**src/rtl/sdac_pkg.sv**
```systemverilog
package sdac_pkg;
  typedef enum logic [1:0] {
    PD_NORMAL = 2'b00,
    PD_HIZ    = 2'b01,
    PD_R100K  = 2'b10,
    PD_R1K    = 2'b11
  } pd_mode_e;

  typedef enum logic [1:0] {
    FR_WAIT,
    FR_ARMED,
    FR_SHIFT
  } fr_state_e;
endpackage

```
**src/rtl/sdac_sync.sv**
```systemverilog
module sdac_sync #(
  parameter int W = 3
) (
  input  logic         clk_i,
  input  logic         rst_ni,
  input  logic [W-1:0] d_i,
  output logic [W-1:0] q_o
);
  for (genvar i = 0; i < W; i++) begin : g_bit
    logic s1_q, s2_q;
    always_ff @(posedge clk_i or negedge rst_ni) begin
      if (!rst_ni) begin
        s1_q <= 1'b0;
        s2_q <= 1'b0;
      end else begin
        s1_q <= d_i[i];
        s2_q <= s1_q;
      end
    end
    assign q_o[i] = s2_q;
  end
endmodule

```
**src/rtl/sdac_shift.sv**
```systemverilog
module sdac_shift
  import sdac_pkg::*;
#(
  parameter int FRAME_W = 24
) (
  input  logic               clk_i,
  input  logic               rst_ni,
  input  logic               fs_n_i,
  input  logic               sck_i,
  input  logic               sdi_i,
  output logic               exec_o,
  output logic [FRAME_W-1:0] word_o
);
  localparam int CW = $clog2(FRAME_W);
  localparam logic [CW-1:0] LAST = CW'(FRAME_W - 1);

  fr_state_e        state_q;
  logic [CW-1:0]    cnt_q;
  logic [FRAME_W-1:0] sr_q;
  logic             sck_q;
  logic             fall;

  assign fall   = sck_q & ~sck_i;
  assign word_o = {sr_q[FRAME_W-2:0], sdi_i};
  assign exec_o = (state_q == FR_SHIFT) && !fs_n_i && fall && (cnt_q == LAST);

  always_ff @(posedge clk_i or negedge rst_ni) begin
    if (!rst_ni) begin
      state_q <= FR_WAIT;
      cnt_q   <= '0;
      sr_q    <= '0;
      sck_q   <= 1'b0;
    end else begin
      sck_q <= sck_i;
      unique case (state_q)
        FR_WAIT:  if (fs_n_i) state_q <= FR_ARMED;
        FR_ARMED: if (!fs_n_i) begin
          state_q <= FR_SHIFT;
          cnt_q   <= '0;
        end
        FR_SHIFT: begin
          if (fs_n_i) begin
            // early rise: drop partial word
            state_q <= FR_ARMED;
            cnt_q   <= '0;
          end else if (fall) begin
            sr_q <= word_o;
            if (cnt_q == LAST) begin
              state_q <= FR_WAIT;
              cnt_q   <= '0;
            end else begin
              cnt_q <= cnt_q + 1'b1;
            end
          end
        end
        default: state_q <= FR_WAIT;
      endcase
    end
  end
endmodule

```
**src/rtl/sdac_regs.sv**
```systemverilog
module sdac_regs
  import sdac_pkg::*;
#(
  parameter int FRAME_W     = 24,
  parameter int DATA_W      = 16,
  parameter bit MIDSCALE_RST = 1'b1
) (
  input  logic               clk_i,
  input  logic               rst_ni,
  input  logic               exec_i,
  input  logic [FRAME_W-1:0] word_i,
  output logic [DATA_W-1:0]  code_o,
  output pd_mode_e           mode_o
);
  localparam logic [DATA_W-1:0] RST_CODE =
    MIDSCALE_RST ? {1'b1, {(DATA_W-1){1'b0}}} : '0;

  always_ff @(posedge clk_i or negedge rst_ni) begin
    if (!rst_ni) begin
      code_o <= RST_CODE;
      mode_o <= PD_NORMAL;
    end else if (exec_i) begin
      code_o <= word_i[DATA_W-1:0];
      mode_o <= pd_mode_e'(word_i[DATA_W+1:DATA_W]);
    end
  end
endmodule

```
**src/rtl/sdac_decode.sv**
```systemverilog
module sdac_decode #(
  parameter int SEG_W    = 4,
  parameter int LADDER_W = 12,
  localparam int THERM_W = (1 << SEG_W) - 1
) (
  input  logic                en_i,
  input  logic [SEG_W-1:0]    seg_i,
  input  logic [LADDER_W-1:0] bin_i,
  output logic [THERM_W-1:0]  therm_o,
  output logic [LADDER_W-1:0] ladder_o
);
  for (genvar i = 0; i < THERM_W; i++) begin : g_therm
    assign therm_o[i] = en_i && (int'(seg_i) > i);
  end
  assign ladder_o = en_i ? bin_i : '0;
endmodule

```
**src/rtl/sdac_frontend.sv**
```systemverilog
module sdac_frontend
  import sdac_pkg::*;
#(
  parameter int FRAME_W      = 24,
  parameter int DATA_W       = 16,
  parameter int SEG_W        = 4,
  parameter bit MIDSCALE_RST = 1'b1,
  localparam int LADDER_W    = DATA_W - SEG_W,
  localparam int THERM_W     = (1 << SEG_W) - 1
) (
  input  logic                clk_i,
  input  logic                rst_ni,
  input  logic                fs_ni,
  input  logic                sck_i,
  input  logic                sdi_i,
  output logic [DATA_W-1:0]   dac_code_o,
  output logic [1:0]          pd_mode_o,
  output logic [THERM_W-1:0]  therm_o,
  output logic [LADDER_W-1:0] ladder_o
);
  logic [2:0]         sync_w;
  logic               exec_w;
  logic [FRAME_W-1:0] word_w;
  pd_mode_e           mode_w;

  sdac_sync #(.W(3)) sync_i (
    .clk_i (clk_i),
    .rst_ni(rst_ni),
    .d_i   ({fs_ni, sck_i, sdi_i}),
    .q_o   (sync_w)
  );

  sdac_shift #(.FRAME_W(FRAME_W)) shift_i (
    .clk_i (clk_i),
    .rst_ni(rst_ni),
    .fs_n_i(sync_w[2]),
    .sck_i (sync_w[1]),
    .sdi_i (sync_w[0]),
    .exec_o(exec_w),
    .word_o(word_w)
  );

  sdac_regs #(
    .FRAME_W(FRAME_W), .DATA_W(DATA_W), .MIDSCALE_RST(MIDSCALE_RST)
  ) regs_i (
    .clk_i (clk_i),
    .rst_ni(rst_ni),
    .exec_i(exec_w),
    .word_i(word_w),
    .code_o(dac_code_o),
    .mode_o(mode_w)
  );

  sdac_decode #(.SEG_W(SEG_W), .LADDER_W(LADDER_W)) dec_i (
    .en_i    (mode_w == PD_NORMAL),
    .seg_i   (dac_code_o[DATA_W-1 -: SEG_W]),
    .bin_i   (dac_code_o[LADDER_W-1:0]),
    .therm_o (therm_o),
    .ladder_o(ladder_o)
  );

  assign pd_mode_o = mode_w;
endmodule

```
**config.mk**
```make
export PLATFORM = sky130hd
export DESIGN_NAME = sdac_frontend
export DESIGN_NICKNAME = d
export VERILOG_FILES = /design/src/rtl/sdac_pkg.sv /design/src/rtl/sdac_sync.sv /design/src/rtl/sdac_shift.sv /design/src/rtl/sdac_regs.sv /design/src/rtl/sdac_decode.sv /design/src/rtl/sdac_frontend.sv
export SDC_FILE = /design/constraint.sdc
export NUM_CORES = 1
export LEC_CHECK = 0
export BUFFER_PORTS_ARGS = -buffer_cell sky130_fd_sc_hd__clkbuf_2
export CAP_MARGIN = 20
export CORE_MARGIN = 2
export CORE_UTILIZATION = 40
export CTS_CLUSTER_DIAMETER = 200
export DETAILED_ROUTE_END_ITERATION = 16
export GPL_TIMING_DRIVEN = 0
export PLACE_DENSITY_LB_ADDON = 0.2
export SLEW_MARGIN = 25
export SYNTH_ARGS = -nofsm -noshare
export SYNTH_HDL_FRONTEND = slang
export SYNTH_SLANG_ARGS = --single-unit
```
**constraint.sdc**
```tcl
create_clock -name clk_i -period 1.81 [get_ports clk_i]
set_clock_uncertainty 0.2 [all_clocks]
set_input_delay 0.0905 -clock clk_i [delete_from_list [all_inputs] [get_ports clk_i]]
set_output_delay 0.0905 -clock clk_i [all_outputs]
set_load 0.02 [all_outputs]
```
Word level (Yosys, flattened, before mapping):

Cells that the tools add are included.

* flip-flop bits (word level): 49
* logic and storage cells: 75
* bits of input ports: 5
* output and inout bits: 45

* add/sub/neg operators: 1
* eq/ne operators: 7
* order comparisons: 15
* bitwise logic cells: 3
* reduce and logical (&&, ||, !) cells: 25
* muxes and demuxes: 12

Operators with widths (number)
* $gt A4 B4 Y1 const B: 7
* $mux W5: 4
* $logic_and A1 B1 Y1: 18
* $gt A4 B3 Y1 const B: 4
* $mux W12: 1
* $mux W2: 5
* $pmux W5 S2: 1
* $gt A4 B1 Y1 const B: 2
* $gt A4 B2 Y1 const B: 2
* $pmux W2 S3: 1
* $reduce_and A3 Y1: 2
* $add A5 B1 Y5 const B: 1
* $eq A5 B5 Y1 const B: 1
* $logic_not A2 Y1: 2
* $ne A2 B2 Y1 const B: 2
* $reduce_and A4 Y1: 1
* $ne A3 B2 Y1 const B: 1
* $ne A3 B3 Y1 const B: 1
* $eq A2 B1 Y1 const B: 1
* $eq A2 B2 Y1 const B: 1
* $not A1 Y1: 2
* $reduce_bool A2 Y1: 1
* $and A1 B1 Y1: 1
* $logic_not A1 Y1: 1

Logic depth before layout (Yosys ltp):

Gate-level depths: netlist of the first run.

* depth in word-level cells: 5
* gate-level depth with buffers: 6
* mapped depth without buffers: 6

By module:

From an unflattened synthesis of the first run, not the netlist that was laid out.

* cell total of the unflattened synthesis: 184
* area, all modules: 2519.9 µm²

By module, submodules not included
* sdac_shift: sequential area each 775.7 µm², cells each 95, times used 1, area each 1385.1 µm²
* sdac_regs: sequential area each 451.7 µm², cells each 38, times used 1, area each 723.2 µm²
* sdac_decode: sequential area each 0.0 µm², cells each 41, times used 1, area each 235.2 µm²
* sdac_sync: sequential area each 150.1 µm², cells each 9, times used 1, area each 172.7 µm²
* sdac_frontend: sequential area each 0.0 µm², cells each 1, times used 1, area each 3.8 µm²

Worst setup path before layout of the first run:

Ideal clock, no wire load.

* path kind: register -> register
* start: register shift_i.cnt_q[0]
* end: register regs_i.code_o[0]
* cell stages (with the launch flop): 7
* required time: 1.485 ns
* library setup time: 0.125 ns
* period minus slack after synthesis: 1.959 ns
* arrival: 1.635 ns
* slack: -0.149 ns
* path buffers: 1
* cells stage by stage: dfrtp_1 ha_1 nand2_1 or3_4 nor2_4 buf_6 mux2_2

* cells in the longest elaborated chain, start to end: 2

Ends and longest elaborated chain
* from (decl): line sdac_shift.sv:18 `logic [CW-1:0] cnt_q;`
* from (signal assigned): line sdac_shift.sv:52 `cnt_q <= cnt_q + 1'b1;`
* $eq A5 B5 Y1: line sdac_shift.sv:25 `assign exec_o = (state_q == FR_SHIFT) && !fs_n_i && fall && (cnt_q == LAST);`
* $logic_and A1 B1 Y1: line sdac_shift.sv:25
* to (signal assigned): line sdac_regs.sv:23 `code_o <= word_i[DATA_W-1:0];`
* to (decl): line sdac_regs.sv:12 `output logic [DATA_W-1:0] code_o,`

No other way between the ends.
A chain may end at the register's enable or synchronous reset.

Worst setup path after layout of the first run:

* start: register shift_i.cnt_q[0]
* end: register regs_i.code_o[9]

The elaborated chain is that of the path after synthesis.

==> reports/results.tsv, run 1 <==
metric	value	unit
drtIter0Drc	64	
drv_cap	0	
synth_cell_type_count	32	
required	1.80	ns
crit_path_max_fanout	4	
ctsHtreeMaxLevel	2	
initial_core_util	41.40	%
status	finished with violations	
r2r_slack	-0.16	ns
die_x	76.71	µm
cts_tree	yes	
diodes	0	
drive_gt1_share	40.29	%
ant_nets	0	
setup-violations-final	18	
post_drt_wl_per_cell	12.25	µm
root_buffer	clkbuf_8	
multi_input_area	894.6	µm²
cts_max_path_buffers	2	
fin_ws	-0.1582	ns
ys_top_cells_by_area	dfrtp_1 57%, nand2_1 10%, mux2_2 9.6%	
peakVddDrop	0.0004777	V
placed_area	0.002450	mm²
die-area	0.005884	mm²
clkTransAtPathRegs	0.08	ns
wl	4262	µm
worstPathArrival	1.96	ns
viasPerCell	4.615	
r2r_cells	6	
relSlewSlack	57.31	%
grt_util_all_layers	15.91	%
ys_ff_latch	49	
grt-ovfl-total	0	
yosysSeqAreaShare	58.05	%
register_area	0.001227	mm²
grt_max_degree	50	
critPathCaptureType	flop	
period_share	108.7	%
synth_area_per_cell	10.47	µm²
antenna_found_initial	0	
path_cells	ha_2, nand2_2, or3_4, nor2_4, buf_4, mux2_2	
io_pins	50	
finalMaxSlewViolations	0	
path_delay_family	simple AND/OR/NAND/NOR gates	
post-route-min-period	1.968	ns
slowest_delay	0.39	ns
port_buffers	49	
p_leak	1.515	nW
hold_viol_final	0	
worst_slew_pin_slew	0.6404	ns
dp_hpwl	2706	µm
nFillCells	450	
core	0.005107	mm²
rsz0062_at_grt	true	
syn_area	0.002115	mm²
dr.pass1.iters	6	
drc	0	
yosysTopAreaCellShare	56.80	%
first_global_vias	1491	
finalInstanceArea	0.002833	mm²
path_buf_inv	1	
critical_path_class	reg -> reg	
synth_cells	202	
layout.nets	283	
max_freq	508.1	MHz
finalSetupTns	-2.580	ns
die_h	76.71	µm
hold_depth	0	
pwr_density_cell	705.7	mW/mm²
routabilityCongestion	0.7544	
rows	26	
via_count	1606	
cts_buffers	5	
worstHoldPathType	reg -> reg	
critPathSlowestCell	or3_4	
area_delta_synth_final	33.96	%
worstSetupPathDepth	6	
p_total	1.999	mW
yosysWarnings	0	
violations	setup timing	
cts_num_sinks	49	
grt_pass1_wl	7417	µm
synth_fp_nets	208	
yosysTopAreaCell	dfrtp_1	
finalCoreUtilization	55.46	%
clk_latency	0.30	ns
start_kind	flop	
-- kinds of logic after synthesis --
family | count (synthesis) | synth area share [%]
and+or+nand+nor | 100 | 22.84
buffers and inverters | 15 | 3.491
AOI/OAI and AO/OA | 18 | 4.970
adders and majority gates | 1 | 0.5916
DFF | 49 | 58.05
muxes | 19 | 10.06
-- Yosys cell counts, drive strengths merged --
| cell | number |
|---|---|
| nor3b | 1 |
| or2 | 1 |
| nand2 | 58 |
| dfrtp | 48 |
| a21boi | 1 |
| nand3 | 2 |
| o21ai | 4 |
| nor2 | 13 |
| and2 | 14 |
| nor3 | 2 |
| buf | 4 |
| nor2b | 1 |
| ha | 1 |
| inv | 6 |
| clkbuf | 5 |
| a31oi | 3 |
| or2b | 3 |
| or3 | 1 |
| mux2i | 1 |
| mux2 | 18 |
| nand2b | 1 |
| or4b | 1 |
| o22ai | 1 |
| a21oi | 8 |
| and2b | 1 |
| and3 | 1 |
| o211ai | 1 |
| dfstp | 1 |
-- power by group --
part	leakage [nW]	internal (mW)	switching, mW
logic	0.796	0.0332	0.0443
clock network	0.0585	0.450	0.340
registers	0.660	1.12	0.0154
-- state kept, by name, indices dropped and copies added (netlist names) --
register / count
regs_i.code_o: 16
regs_i.mode_o: 2
shift_i.cnt_q: 5
shift_i.sck_q: 1
shift_i.sr_q: 17
shift_i.state_q: 2
sync_i.g_bit.s1_q: 3
sync_i.g_bit.s2_q: 3
-- stage by stage --
| stage | setup WS [ns] | instances | hold WS, ns |
|---|---|---|---|
| global placement | -0.3631 | 321 | -0.001678 |
| global route | -0.2097 | 348 | 0.1646 |
| detailed placement | -0.3813 | 321 | -0.008152 |
| floorplan | -0.1492 | 202 | -0.4051 |
| finish | -0.1582 | 348 | 0.1520 |
| CTS | -0.2260 | 346 | 0.1541 |
-- what timing repair did --
action                                  CTS  global route
endpoints found under the hold margin    51             0
endpoints found under the setup margin   34            34
resized for setup                        17            26
cloned                                    1             0
pin swaps                                 3             9
buffers inserted                         13             6
hold buffers                              4             0
-- layout by cell type, fill, tap and decap left out, types with 2 or more instances in the layout --
cell type      synthesis  layout
nor2_4                 1       2
nand3_1                2       2
buf_4                  0      18
clkbuf_2               0      45
and2_1                14      14
inv_1                  6       4
dfrtp_1               48      48
clkbuf_1               5       2
nand2_1               57      54
buf_6                  2       4
inv_2                  0       2
dlygate4sd3_1          0       4
clkbuf_8               0       6
or2b_1                 3       3
a21oi_1                8       8
clkbuf_4               0       4
mux2_2                18       3
nand2_2                1       3
nor2_1                12      11
a31oi_1                3       3
o21ai_0                3       3
mux2_4                 0      15
nor3_1                 2       2
-- worst reg2reg max path: stages (launching register included) --
cell and delay [ns]:
dfrtp_1 0.37, ha_2 0.19, nand2_2 0.07, or3_4 0.39, nor2_4 0.16, buf_4 0.16
mux2_2 0.32
-- routing by layer --
| layer | vias to the layer above | GRT usage (%) | routed length (µm) |
|---|---|---|---|
| met5 | - | 0 | 0 |
| met4 | 0 | 4.909 | 55 |
| met3 | 4 | 4.941 | 242 |
| met2 | 46 | 23.86 | 1974 |
| met1 | 754 | 22.14 | 1989 |
| li1 | 802 | - | - |
-- final timing paths --
path,to,startpoint
min reg2reg,sync_i.g_bit[1].s2_q,sync_i.g_bit[1].s1_q
max,regs_i.code_o[9],shift_i.cnt_q[0]
min in group asynchronous,sync_i.g_bit[2].s2_q,rst_ni
max in group asynchronous,shift_i.cnt_q[3],rst_ni
max reg2reg,regs_i.code_o[9],shift_i.cnt_q[0]
min,sync_i.g_bit[1].s2_q,sync_i.g_bit[1].s1_q
-- final cells by class --
| type | instances | area share [%] |
|---|---|---|
| Buffer | 5 | 1.237 |
| Clock buffer | 7 | 3.048 |
| Clock inverter | 1 | 1.060 |
| Inverter | 6 | 0.7951 |
| Multi-Input combinational cell | 138 | 31.58 |
| Sequential cell | 49 | 43.33 |
| Tap cell | 70 | 3.092 |
| Timing Repair Buffer | 72 | 15.86 |
(Power assumes the default switching activity.)
==> inputs of run 2 (changes only) <==
--- a/constraint.sdc
+++ b/constraint.sdc
@@ -3,3 +3,3 @@
 set_input_delay 0.0905 -clock clk_i [delete_from_list [all_inputs] [get_ports clk_i]]
 set_output_delay 0.0905 -clock clk_i [all_outputs]
-set_load 0.02 [all_outputs]
+set_load 0.1 [all_outputs]
==> run 2 against run 1 <==
Compared with the run above:
- the flow still finishes with violations (setup timing)
- critical path depth is 1 higher
- core utilization rose by 14 points
- via count grew 3.7%
- first-iteration DRC count up 1.6%
- clock power shrank 22%
- combinational power down 4.3%
- sequential share of layout area fell by 8.0 points
- non-clock buffer count is 3 higher
- wire length is 22% higher
- critical path type is now reg -> out
- largest cell class unchanged
==> reports/results.tsv, run 2 (same netlist as run 1, synthesis figures left out) <==
metric	value	unit
status	finished with violations	
violations	setup timing	
die_x	76.71	µm
grt-ovfl-total	0	
layout.nets	286	
viasPerCell	4.744	
post-route-min-period	1.984	ns
finalCoreUtilization	69.94	%
dp_hpwl	2823	µm
crit_start	regs_i.mode_o[1]	
grt_pass1_wl	8438	µm
cts_tree	yes	
drive_gt1_share	58.01	%
antenna_found_initial	0	
rsz0062_at_grt	true	
cts_num_sinks	49	
holdPathEnd	sync_i.g_bit[0].s2_q	
final_cell_mix	54 x nand2_1, 31 x dfrtp_1, 22 x clkbuf_16	
clk_latency	0.30	ns
root_buffer	clkbuf_8	
start_kind	flop	
final_common_cell	nand2_1	
fin_ws	-0.1742	ns
critPathSlowestCell	dfrtp_4	
r2r_cells	6	
setup-violations-final	36	
crit_path_max_fanout	3	
p_sw_share	22.43	%
core	0.005107	mm²
peakVddDrop	0.0005176	V
slowest_delay	0.51	ns
io_pins	50	
first_global_vias	1693	
path_buf_inv	3	
finalMaxSlewViolations	0	
largest-register	shift_i.sr_q	
fin_cells	351	
reg2reg_to	regs_i.code_o[7]	
ctsHtreeMaxLevel	2	
placedCellCount	321	
worst_slew_pin_slew	0.6512	ns
pwr_density_cell	510.5	mW/mm²
dp_worst_setup_slack	-0.4455	ns
grt_util_all_layers	18.29	%
fin_hold_ws	0.1546	ns
path_delay_family	flip-flops	
hold_start	sync_i.g_bit[0].s1_q	
finalSetupTns	-3.485	ns
cts_max_path_buffers	2	
die-area	0.005884	mm²
area_delta_synth_final	68.94	%
rows	26	
drc	0	
path_cells	nor2_4, nand2_4, clkinvlp_4, nand2_4, clkinvlp_4, and2_4, clkbuf_16	
power_switching	0.4091	mW
via_count	1665	
drtIter0Drc	65	
worstPathArrival	1.69	ns
seq_power_share	62.0	%
p_int	1.414	mW
diodes	0	
dr.pass1.iters	4	
clkTransAtPathRegs	0.09	ns
comb_power_share	4.1	%
required	1.52	ns
post_drt_wl_per_cell	14.86	µm
critPathCaptureType	output port	
hold_depth	0	
relSlewSlack	56.59	%
routabilityCongestion	0.7463	
nFillCells	366	
wl	5216	µm
largest_register_ffs	17	
hold_viol_final	0	
initial_core_util	41.40	%
p_leak	1.670	nW
pwr-share-clk	33.9	%
cts_buffers	5	
period_share	109.6	%
ant_nets	0	
grt_max_degree	50	
port_buffers	49	
max_freq	504.0	MHz
worstHoldPathType	reg -> reg	
largestRegisters	shift_i.sr_q x17, regs_i.code_o x16, shift_i.cnt_q x5	
r2r_slack	-0.15	ns
r2r_start	shift_i.cnt_q[0]	
drv_cap	0	
critical_path_class	reg -> out	
die_h	76.71	µm
-- run 2: metrics by stage --
step / power, mW / cell area, µm²
after floorplan: 1.180 / 2361
after global placement: 1.215 / 2694
after detailed placement: 1.217 / 2696
after CTS: 1.842 / 3441
after global routing: 1.886 / 3572
final: 1.824 / 3572
-- run 2: power groups by stage --
stage          Sequential (mW)  Clock, mW  Combinational (mW)
5_1_grt                   1.13      0.666              0.0869
2_1_floorplan             1.15          0              0.0306
6_report                  1.13      0.619              0.0742
3_5_place_dp              1.15          0              0.0627
4_1_cts                   1.13      0.635              0.0764
3_3_place_gp              1.15          0              0.0616
-- run 2: how the worst max path moves through the flow --
stage	endpoint	slack, ns	depth (start not counted)
finish	therm_o[13]	-0.17	7
global route	therm_o[13]	-0.24	7
CTS	regs_i.code_o[9]	-0.20	6
detailed placement	regs_i.code_o[0]	-0.45	6
global placement	regs_i.code_o[0]	-0.44	6
floorplan	therm_o[13]	-0.86	6
-- run 2: layout make-up --
cell class	instances	area, µm²	area share [%]
tap	70	87.58	2.452
timing repair buffer	72	955.9	26.76
sequential	49	1262	35.34
inverter	6	30.03	0.8406
clock inverter	2	10.01	0.2802
clock buffer	6	72.57	2.032
buffer	8	82.58	2.312
multi-input combinational	138	1071	29.98
-- run 2: layer usage --
layer	global-route usage [%]	part of all wire, %	up-vias
met2	31.23	51	44
met4	6.545	1.3	0
li1	-	-	808
met1	23.30	43	806
met3	3.294	4.0	7
met5	0	0	-
-- run 2: what timing repair did --
| item | in CTS | in global routing |
|---|---|---|
| resized for setup | 100 | 27 |
| cloned | 0 | 1 |
| hold buffers | 4 | 0 |
| pin swaps | 8 | 19 |
| buffers inserted | 12 | 6 |
| endpoints found under the hold margin | 51 | 0 |
| setup endpoints to repair | 46 | 49 |
